[src/rtl/adc_seq_pkg.sv]
package adc_seq_pkg;

  typedef enum logic [1:0] {
    SQ_IDLE = 2'd0,
    SQ_CONV = 2'd1
  } sq_state_e;

  typedef enum logic {
    MODE_SINGLE = 1'b0,
    MODE_MULTI  = 1'b1
  } scan_mode_e;

endpackage

[src/rtl/adc_trig_sync.sv]
module adc_trig_sync #(
  parameter int STAGES = 2
) (
  input  logic clk,
  input  logic rst_n,
  input  logic trig_async_i,
  output logic trig_rise_o
);

  logic [STAGES-1:0] sync_q;
  logic [STAGES-1:0] sync_n;
  logic              last_q;

  // shift chain: stage 0 samples the pin, later stages follow
  always_comb begin
    sync_n = {sync_q[STAGES-2:0], trig_async_i};
  end

  always_ff @(posedge clk or negedge rst_n) begin
    if (!rst_n) begin
      sync_q <= '0;
      last_q <= 1'b0;
    end else begin
      sync_q <= sync_n;
      last_q <= sync_q[STAGES-1];
    end
  end

  assign trig_rise_o = sync_q[STAGES-1] & ~last_q;

  AST_TRIG_RISE_ONE_CYCLE: assert property (@(posedge clk) disable iff (!rst_n)
    trig_rise_o |=> !trig_rise_o);

endmodule

[src/rtl/adc_seq_ctrl.sv]
module adc_seq_ctrl
  import adc_seq_pkg::*;
#(
  parameter int GRP_W = 1,
  parameter int CH_W  = 2
) (
  input  logic                  clk,
  input  logic                  rst_n,
  input  logic                  go_sw_i,
  input  logic                  trig_rise_i,
  input  logic                  abort_req_i,
  input  logic                  mode_multi_i,
  input  logic [GRP_W-1:0]      grp_i,
  input  logic [CH_W-1:0]       chan_i,
  input  logic                  conv_done_i,
  output logic                  busy_o,
  output logic                  conv_start_o,
  output logic                  conv_abort_o,
  output logic [GRP_W+CH_W-1:0] conv_ch_o,
  output logic                  res_we_o,
  output logic [GRP_W+CH_W-1:0] res_idx_o,
  output logic                  run_end_o
);

  localparam int IDX_W = GRP_W + CH_W;
  localparam logic [IDX_W-1:0] STEP = {{(IDX_W-1){1'b0}}, 1'b1};

  sq_state_e        state_q, state_n;
  logic [IDX_W-1:0] cur_q, cur_n;
  logic [IDX_W-1:0] last_q, last_n;
  logic             start_q, start_n;
  logic             abort_q, abort_n;
  logic             go;
  logic [IDX_W-1:0] first_idx;
  scan_mode_e       mode;

  assign mode      = scan_mode_e'(mode_multi_i);
  assign go        = (go_sw_i | trig_rise_i) & (state_q == SQ_IDLE);
  assign first_idx = (mode == MODE_MULTI) ? {grp_i, {CH_W{1'b0}}} : {grp_i, chan_i};

  always_comb begin
    state_n = state_q;
    cur_n   = cur_q;
    last_n  = last_q;
    start_n = 1'b0;
    abort_n = 1'b0;
    case (state_q)
      SQ_IDLE: begin
        if (go) begin
          state_n = SQ_CONV;
          cur_n   = first_idx;
          last_n  = {grp_i, chan_i};
          start_n = 1'b1;
        end
      end
      SQ_CONV: begin
        if (abort_req_i) begin
          state_n = SQ_IDLE;
          abort_n = 1'b1;
        end else if (conv_done_i) begin
          if (cur_q == last_q) begin
            state_n = SQ_IDLE;
          end else begin
            cur_n   = cur_q + STEP;
            start_n = 1'b1;
          end
        end
      end
      default: state_n = SQ_IDLE;
    endcase
  end

  always_ff @(posedge clk or negedge rst_n) begin
    if (!rst_n) begin
      state_q <= SQ_IDLE;
      cur_q   <= '0;
      last_q  <= '0;
      start_q <= 1'b0;
      abort_q <= 1'b0;
    end else begin
      state_q <= state_n;
      cur_q   <= cur_n;
      last_q  <= last_n;
      start_q <= start_n;
      abort_q <= abort_n;
    end
  end

  assign busy_o       = (state_q == SQ_CONV);
  assign conv_start_o = start_q;
  assign conv_abort_o = abort_q;
  assign conv_ch_o    = cur_q;
  assign res_we_o     = busy_o & conv_done_i & ~abort_req_i;
  assign res_idx_o    = cur_q;
  assign run_end_o    = res_we_o & (cur_q == last_q);

  AST_START_ONE_CYCLE: assert property (@(posedge clk) disable iff (!rst_n)
    conv_start_o |=> !conv_start_o);

  AST_BACK_TO_BACK: assert property (@(posedge clk) disable iff (!rst_n)
    (busy_o && conv_done_i && !abort_req_i && cur_q != last_q) |=> (conv_start_o && busy_o));

  AST_RUN_HOLDS: assert property (@(posedge clk) disable iff (!rst_n)
    (busy_o && !conv_done_i && !abort_req_i) |=> (busy_o && $stable(cur_q) && $stable(last_q)));

  AST_ABORT_STOPS: assert property (@(posedge clk) disable iff (!rst_n)
    (busy_o && abort_req_i) |=> (!busy_o && conv_abort_o && !conv_start_o));

  AST_LAST_GOES_IDLE: assert property (@(posedge clk) disable iff (!rst_n)
    run_end_o |=> (!busy_o && !conv_start_o));

endmodule

[src/rtl/adc_result_bank.sv]
module adc_result_bank #(
  parameter int DATA_W = 10,
  parameter int IDX_W  = 3
) (
  input  logic              clk,
  input  logic              rst_n,
  input  logic              we_i,
  input  logic [IDX_W-1:0]  idx_i,
  input  logic [DATA_W-1:0] din_i,
  input  logic [IDX_W-1:0]  rd_sel_i,
  output logic [DATA_W-1:0] rd_data_o
);

  localparam int NUM = 1 << IDX_W;

  logic [DATA_W-1:0] res_q [NUM];

  for (genvar g = 0; g < NUM; g++) begin : g_res
    logic              en;
    logic [DATA_W-1:0] res_n;

    assign en = we_i & (idx_i == IDX_W'(g));

    always_comb begin
      res_n = res_q[g];
      if (en) res_n = din_i;
    end

    always_ff @(posedge clk or negedge rst_n) begin
      if (!rst_n) res_q[g] <= '0;
      else        res_q[g] <= res_n;
    end

    AST_REG_HOLD: assert property (@(posedge clk) disable iff (!rst_n)
      !(we_i && idx_i == IDX_W'(g)) |=> $stable(res_q[g]));

    AST_REG_WRITE: assert property (@(posedge clk) disable iff (!rst_n)
      (we_i && idx_i == IDX_W'(g)) |=> (res_q[g] == $past(din_i)));
  end

  assign rd_data_o = res_q[rd_sel_i];

endmodule

[src/rtl/adc_end_flag.sv]
module adc_end_flag (
  input  logic clk,
  input  logic rst_n,
  input  logic set_i,
  input  logic rd_i,
  input  logic we_i,
  input  logic wdata_i,
  output logic flag_o
);

  logic flag_q, flag_n;
  logic armed_q, armed_n;

  always_comb begin
    flag_n  = flag_q;
    armed_n = armed_q;
    if (rd_i && flag_q) armed_n = 1'b1;
    if (we_i && !wdata_i) begin
      if (armed_q) flag_n = 1'b0;
      armed_n = 1'b0;
    end
    if (set_i) flag_n = 1'b1;
  end

  always_ff @(posedge clk or negedge rst_n) begin
    if (!rst_n) begin
      flag_q  <= 1'b0;
      armed_q <= 1'b0;
    end else begin
      flag_q  <= flag_n;
      armed_q <= armed_n;
    end
  end

  assign flag_o = flag_q;

  AST_SET_WINS: assert property (@(posedge clk) disable iff (!rst_n)
    set_i |=> flag_q);

  AST_CLEAR_NEEDS_READ: assert property (@(posedge clk) disable iff (!rst_n)
    (flag_q && !armed_q) |=> flag_q);

endmodule

[src/rtl/adc_scan_seq.sv]
module adc_scan_seq #(
  parameter int DATA_W = 10,
  parameter int GRP_W  = 1,
  parameter int CH_W   = 2,
  parameter int SYNC_N = 2
) (
  input  logic                  clk,
  input  logic                  rst_n,
  input  logic                  ctl_we,
  input  logic                  ctl_start,
  input  logic                  ctl_multi,
  input  logic [GRP_W-1:0]      ctl_grp,
  input  logic [CH_W-1:0]       ctl_chan,
  input  logic                  ctl_ie,
  input  logic                  flag_rd,
  input  logic                  flag_we,
  input  logic                  flag_wdata,
  input  logic                  ext_trig,
  output logic                  conv_start,
  output logic                  conv_abort,
  output logic [GRP_W+CH_W-1:0] conv_ch,
  input  logic                  conv_done,
  input  logic [DATA_W-1:0]     conv_data,
  input  logic [GRP_W+CH_W-1:0] rd_sel,
  output logic [DATA_W-1:0]     rd_data,
  output logic                  run_active,
  output logic                  end_flag,
  output logic                  irq,
  output logic                  cfg_multi,
  output logic [GRP_W-1:0]      cfg_grp,
  output logic [CH_W-1:0]       cfg_chan,
  output logic                  cfg_ie
);

  localparam int IDX_W = GRP_W + CH_W;

  // reset: asserted asynchronously, released on the clock
  logic [1:0] rst_sync_q;
  logic       rst_n_s;

  always_ff @(posedge clk or negedge rst_n) begin
    if (!rst_n) rst_sync_q <= 2'b00;
    else        rst_sync_q <= {rst_sync_q[0], 1'b1};
  end
  assign rst_n_s = rst_sync_q[1];

  // stored configuration fields
  logic             multi_q, multi_n;
  logic [GRP_W-1:0] grp_q, grp_n;
  logic [CH_W-1:0]  chan_q, chan_n;
  logic             ie_q, ie_n;

  always_comb begin
    multi_n = multi_q;
    grp_n   = grp_q;
    chan_n  = chan_q;
    ie_n    = ie_q;
    if (ctl_we) begin
      multi_n = ctl_multi;
      grp_n   = ctl_grp;
      chan_n  = ctl_chan;
      ie_n    = ctl_ie;
    end
  end

  always_ff @(posedge clk or negedge rst_n_s) begin
    if (!rst_n_s) begin
      multi_q <= 1'b0;
      grp_q   <= '0;
      chan_q  <= '0;
      ie_q    <= 1'b0;
    end else begin
      multi_q <= multi_n;
      grp_q   <= grp_n;
      chan_q  <= chan_n;
      ie_q    <= ie_n;
    end
  end

  logic             trig_rise;
  logic             go_sw;
  logic             abort_req;
  logic             busy;
  logic             res_we;
  logic [IDX_W-1:0] res_idx;
  logic             run_end;

  assign go_sw     = ctl_we & ctl_start;
  assign abort_req = ctl_we & ~ctl_start;

  adc_trig_sync #(
    .STAGES (SYNC_N)
  ) u_trig (
    .clk          (clk),
    .rst_n        (rst_n_s),
    .trig_async_i (ext_trig),
    .trig_rise_o  (trig_rise)
  );

  // configuration seen by a starting run is the one being written, if any
  adc_seq_ctrl #(
    .GRP_W (GRP_W),
    .CH_W  (CH_W)
  ) u_ctrl (
    .clk          (clk),
    .rst_n        (rst_n_s),
    .go_sw_i      (go_sw),
    .trig_rise_i  (trig_rise),
    .abort_req_i  (abort_req),
    .mode_multi_i (multi_n),
    .grp_i        (grp_n),
    .chan_i       (chan_n),
    .conv_done_i  (conv_done),
    .busy_o       (busy),
    .conv_start_o (conv_start),
    .conv_abort_o (conv_abort),
    .conv_ch_o    (conv_ch),
    .res_we_o     (res_we),
    .res_idx_o    (res_idx),
    .run_end_o    (run_end)
  );

  adc_result_bank #(
    .DATA_W (DATA_W),
    .IDX_W  (IDX_W)
  ) u_bank (
    .clk       (clk),
    .rst_n     (rst_n_s),
    .we_i      (res_we),
    .idx_i     (res_idx),
    .din_i     (conv_data),
    .rd_sel_i  (rd_sel),
    .rd_data_o (rd_data)
  );

  adc_end_flag u_flag (
    .clk     (clk),
    .rst_n   (rst_n_s),
    .set_i   (run_end),
    .rd_i    (flag_rd),
    .we_i    (flag_we),
    .wdata_i (flag_wdata),
    .flag_o  (end_flag)
  );

  assign run_active = busy;
  assign irq        = end_flag & ie_q;
  assign cfg_multi  = multi_q;
  assign cfg_grp    = grp_q;
  assign cfg_chan   = chan_q;
  assign cfg_ie     = ie_q;

  AST_END_SETS_FLAG: assert property (@(posedge clk) disable iff (!rst_n_s)
    run_end |=> (end_flag && !run_active));

  AST_ABORT_NO_STORE: assert property (@(posedge clk) disable iff (!rst_n_s)
    (run_active && abort_req) |=> (!run_active && !res_we));

  AST_TRIG_BUSY_DROPPED: assert property (@(posedge clk) disable iff (!rst_n_s)
    (run_active && trig_rise && !conv_done && !ctl_we) |=> (run_active && !conv_start));

endmodule

[config.mk]
export PLATFORM = sky130hd
export DESIGN_NAME = adc_scan_seq
export DESIGN_NICKNAME = d
export VERILOG_FILES = /design/src/rtl/adc_seq_pkg.sv /design/src/rtl/adc_trig_sync.sv /design/src/rtl/adc_seq_ctrl.sv /design/src/rtl/adc_result_bank.sv /design/src/rtl/adc_end_flag.sv /design/src/rtl/adc_scan_seq.sv
export SDC_FILE = /design/constraint.sdc
export NUM_CORES = 1
export LEC_CHECK = 0
export CAP_MARGIN = 40
export CORE_MARGIN = 3
export CORE_UTILIZATION = 55
export DETAILED_ROUTE_END_ITERATION = 10
export DONT_BUFFER_PORTS = 1
export PLACE_DENSITY = 0.7
export REMOVE_ABC_BUFFERS = 1
export SLEW_MARGIN = 20
export SYNTH_ARGS = -nofsm -noshare
export SYNTH_HDL_FRONTEND = slang
export SYNTH_SLANG_ARGS = --single-unit
export TNS_END_PERCENT = 1
[constraint.sdc]
create_clock -name clk -period 4.4 [get_ports clk]
set_clock_uncertainty 0.2 [all_clocks]
set_input_delay 0.22 -clock clk [delete_from_list [all_inputs] [get_ports clk]]
set_output_delay 0.22 -clock clk [all_outputs]
set_load 0.01 [all_outputs]
==> results.toml <==
[clocking]
post_cts_hold_buffer_count = 26
cts_h_tree_lvls = 3
clk-insertion-delay-late_ns = 0.36
longest_clk_path_bufs = 2
cts_tree = "yes"
cts_post_setup_buffers_inserted = 0
clock_pin_slew_on_the_worst_setup_and_hold_paths_ns = 0.10
clock-sinks = 101
tritoncts.num_buffers = 9
cts_root_buffer = "sky130_fd_sc_hd__clkbuf_8"
cts.repair.resized = 0

[flow_run]
max-cap-violations = 0

[floorplan]
fp-row-count = 32
die_y_um = 98.0
die_x_um = 98.0
num_io_pins = 50
initial_utilization_pct = 58.4
core_area_um2 = 7970
die_area_um2 = 9600

[layout]
antennaDiodeCount = 0
syn2layout_area_growth_pct = 11.2
n_fill_cell = 555
post-route-cell-area_um2 = 5170
fin_nets = 345
layout-drive-gt1-share_pct = 45.4

[drt]
route.vias.total = 2412
drc_errors = 0
detail_route.wirelength_mm = 8.79
antenna_left = 0
dr.first_iter.drc_count = 43
viasPerCell = 5.76
wl_per_cell_um = 21.0
drt_pass1_iterations = 4

[timing]
maxSlewViolCount = 0
grt_setup_unrepaired = "false"
setup_total_negative_slack_ns = 0
hold_viol_final = 0
setup-violations-final = 0
final_critical_path_setup_slack_ns = 2.13
layout_worst_path_cycle_share_pct = 51.7
max_clock_freq_ghz = 0.440
min_period_ns = 2.27

[setup_path]
critical_path_data_arrival_time_ns = 2.31
crit_type = "in2reg"
nature_of_the_critical_path_startpoint = "input port"
worst_ep_required_time_ns = 4.44
critical_path.max_fanout = 10
critPathCaptureType = "flip-flop"

[logic_synthesis]
synth-simple-area-share_pct = 3.79
synth_seq_area_share_pct = 54.3
synth_area_leaders = "sky130_fd_sc_hd__dfrtp_1 (54%), sky130_fd_sc_hd__mux2_2 (16%), sky130_fd_sc_hd__mux2_4 (9.7%), sky130_fd_sc_hd__mux4_2 (9.7%), sky130_fd_sc_hd__ha_1 (1.6%)"
postSynthCellCount = 284
synth-edff-count = 0
netlist-cell-type-count = 35
syn_area_per_cell_um2 = 16.4
synth-main-ff-cell = "sky130_fd_sc_hd__dfrtp_1"
synth_top_family_by_area = "multiplexers"
mappedNetlistArea_um2 = 4650
share_of_synthesized_cell_area_in_full_adder_half_adder_and_majority_cells_pct = 1.61
synth_most_common_cell = "sky130_fd_sc_hd__dfrtp_1"
synth_top_area_share_pct = 54.3
synth_top_area_cell = "sky130_fd_sc_hd__dfrtp_1"
number_of_warnings_printed_during_yosys_synthesis = 0
yosys.area_share.xor_xnor_pct = 0.565
synth_mux_area_share_pct = 35.7
yosys_register_bits = 101
netlist_top_cells_count = "sky130_fd_sc_hd__dfrtp_1 (101), sky130_fd_sc_hd__mux2_2 (65), sky130_fd_sc_hd__mux2_4 (30), sky130_fd_sc_hd__mux4_2 (20), sky130_fd_sc_hd__nand2_1 (7)"
complex_gate_fraction_of_the_synthesized_area_pct = 1.86
asyncSetResetFlopFracSynth_pct = 100

[place]
gp_congestion = 0.727
postPlaceCellArea_um2 = 4720
dpl_worst_slack_ns = 2.28
buffer_ports.inserted = 0
detailedPlacementHpwl_mm = 5.42

[power]
power.density_cell_area_nw_per_um2 = 600
power.leakage_nw = 2.30
finalPower_mw = 3.11
max-vdd-ir-drop_uv = 274

[global_routing]
grt_antenna_before_repair = 0
grt_max_degree = 65
first_global_vias = 2593
groute.usage.overall_pct = 19.6
grt_remaining_overflow = 0
grt_first_pass_wirelength_mm = 14.5

[outcome]
result_of_the_run = "finished clean"

[hold_path]
timing.hold.worst.class = "reg2async"
area by class of cell:
type / count / area [um^2] / share of cell area [%]
flip-flops and latches: 101 / 2530 / 48.9
multi-input cells: 167 / 2030 / 39.2
repair buffers: 28 / 288 / 5.56
clock buffers: 13 / 159 / 3.07
well taps: 102 / 128 / 2.47
clock inverters: 3 / 20.0 / 0.387
inverters: 5 / 18.8 / 0.363
critical path, stage by stage:
cell                            delay (ns)
sky130_fd_sc_hd__dlygate4sd3_1        0.72
sky130_fd_sc_hd__nand2b_4             0.15
sky130_fd_sc_hd__and3_1               0.40
sky130_fd_sc_hd__nand3_2              0.40
sky130_fd_sc_hd__mux2_2               0.41
registers in the layout, indices dropped and copies added (netlist names):
signal	flops
cfg_chan	2
cfg_grp	1
cfg_ie	1
cfg_multi	1
rst_sync_q	2
u_bank.res_q	80
u_ctrl.conv_abort_o	1
u_ctrl.conv_ch_o	3
u_ctrl.conv_start_o	1
u_ctrl.last_q	3
u_ctrl.state_q	1
u_flag.armed_q	1
u_flag.flag_o	1
u_trig.last_q	1
u_trig.sync_q	2
per-layer routing:
metal,wire length [um],global-route usage (%),part of all wire (%),vias up
met3,320,5.43,3.6,10
met1,4150,28.5,47,1262
met2,4220,29.7,48,35
li1,-,-,-,1105
met5,0,0,0,-
met4,100,4.79,1.1,0
worst paths after layout:
kind,slack [ns],cells after the start,from,endpoint
max in group asynchronous,2.95,2,rst_sync_q[1],u_bank.res_q[56]
worst min-delay path,0.01,0,rst_sync_q[1],cfg_chan[1]
worst max register to register,2.27,3,u_ctrl.state_q[0],u_bank.res_q[37]
worst min register to register,0.01,0,rst_sync_q[1],cfg_chan[1]
worst max-delay path,2.13,5,ctl_we,u_bank.res_q[37]
min in group clk,0.04,4,ctl_chan[1],u_ctrl.conv_ch_o[1]
through the flow:
step           hold slack (ns)  std cells  util [%]
3_5_place_dp            -0.276        376      59.2
5_1_grt                 0.0445        419      64.9
4_1_cts                 0.0359        418      64.7
3_3_place_gp            -0.276        376      59.2
2_1_floorplan           -0.276        273         -
6_report                0.0145        419      64.9
cells by family after synthesis:
| kind of cell | Yosys count |
|---|---|
| flops | 101 |
| simple gates | 27 |
| mux | 118 |
| other cells | 1 |
| xor+xnor | 3 |
| fa+ha+maj | 6 |
| compound gates | 12 |
| buf+inv | 16 |
power by group:
part,leakage (nW),switching [mW],internal [mW],total (mW)
clock network,0.0857,0.301,0.237,0.537
logic,0.960,0.341,0.648,0.989
registers,1.25,0.255,1.32,1.58
total,2.30,0.897,2.21,3.11
cells in the final DEF, fill, tap and decap left out, drive strengths merged, types with 2 or more instances in the layout:
| cell | synthesis | layout |
|---|---|---|
| dfrtp | 101 | 101 |
| xor2 | 3 | 3 |
| inv | 5 | 5 |
| o21ai | 4 | 4 |
| and3 | 4 | 4 |
| clkinvlp | 0 | 2 |
| mux2i | 3 | 3 |
| clkbuf | 2 | 13 |
| dlygate4sd3 | 0 | 26 |
| a21oi | 2 | 2 |
| buf | 9 | 2 |
| mux4 | 20 | 20 |
| ha | 6 | 6 |
| nand3 | 4 | 4 |
| nor2 | 3 | 3 |
| mux2 | 95 | 95 |
| nand2b | 3 | 3 |
| nand2 | 9 | 9 |
Power figures use the tool's default switching activity.
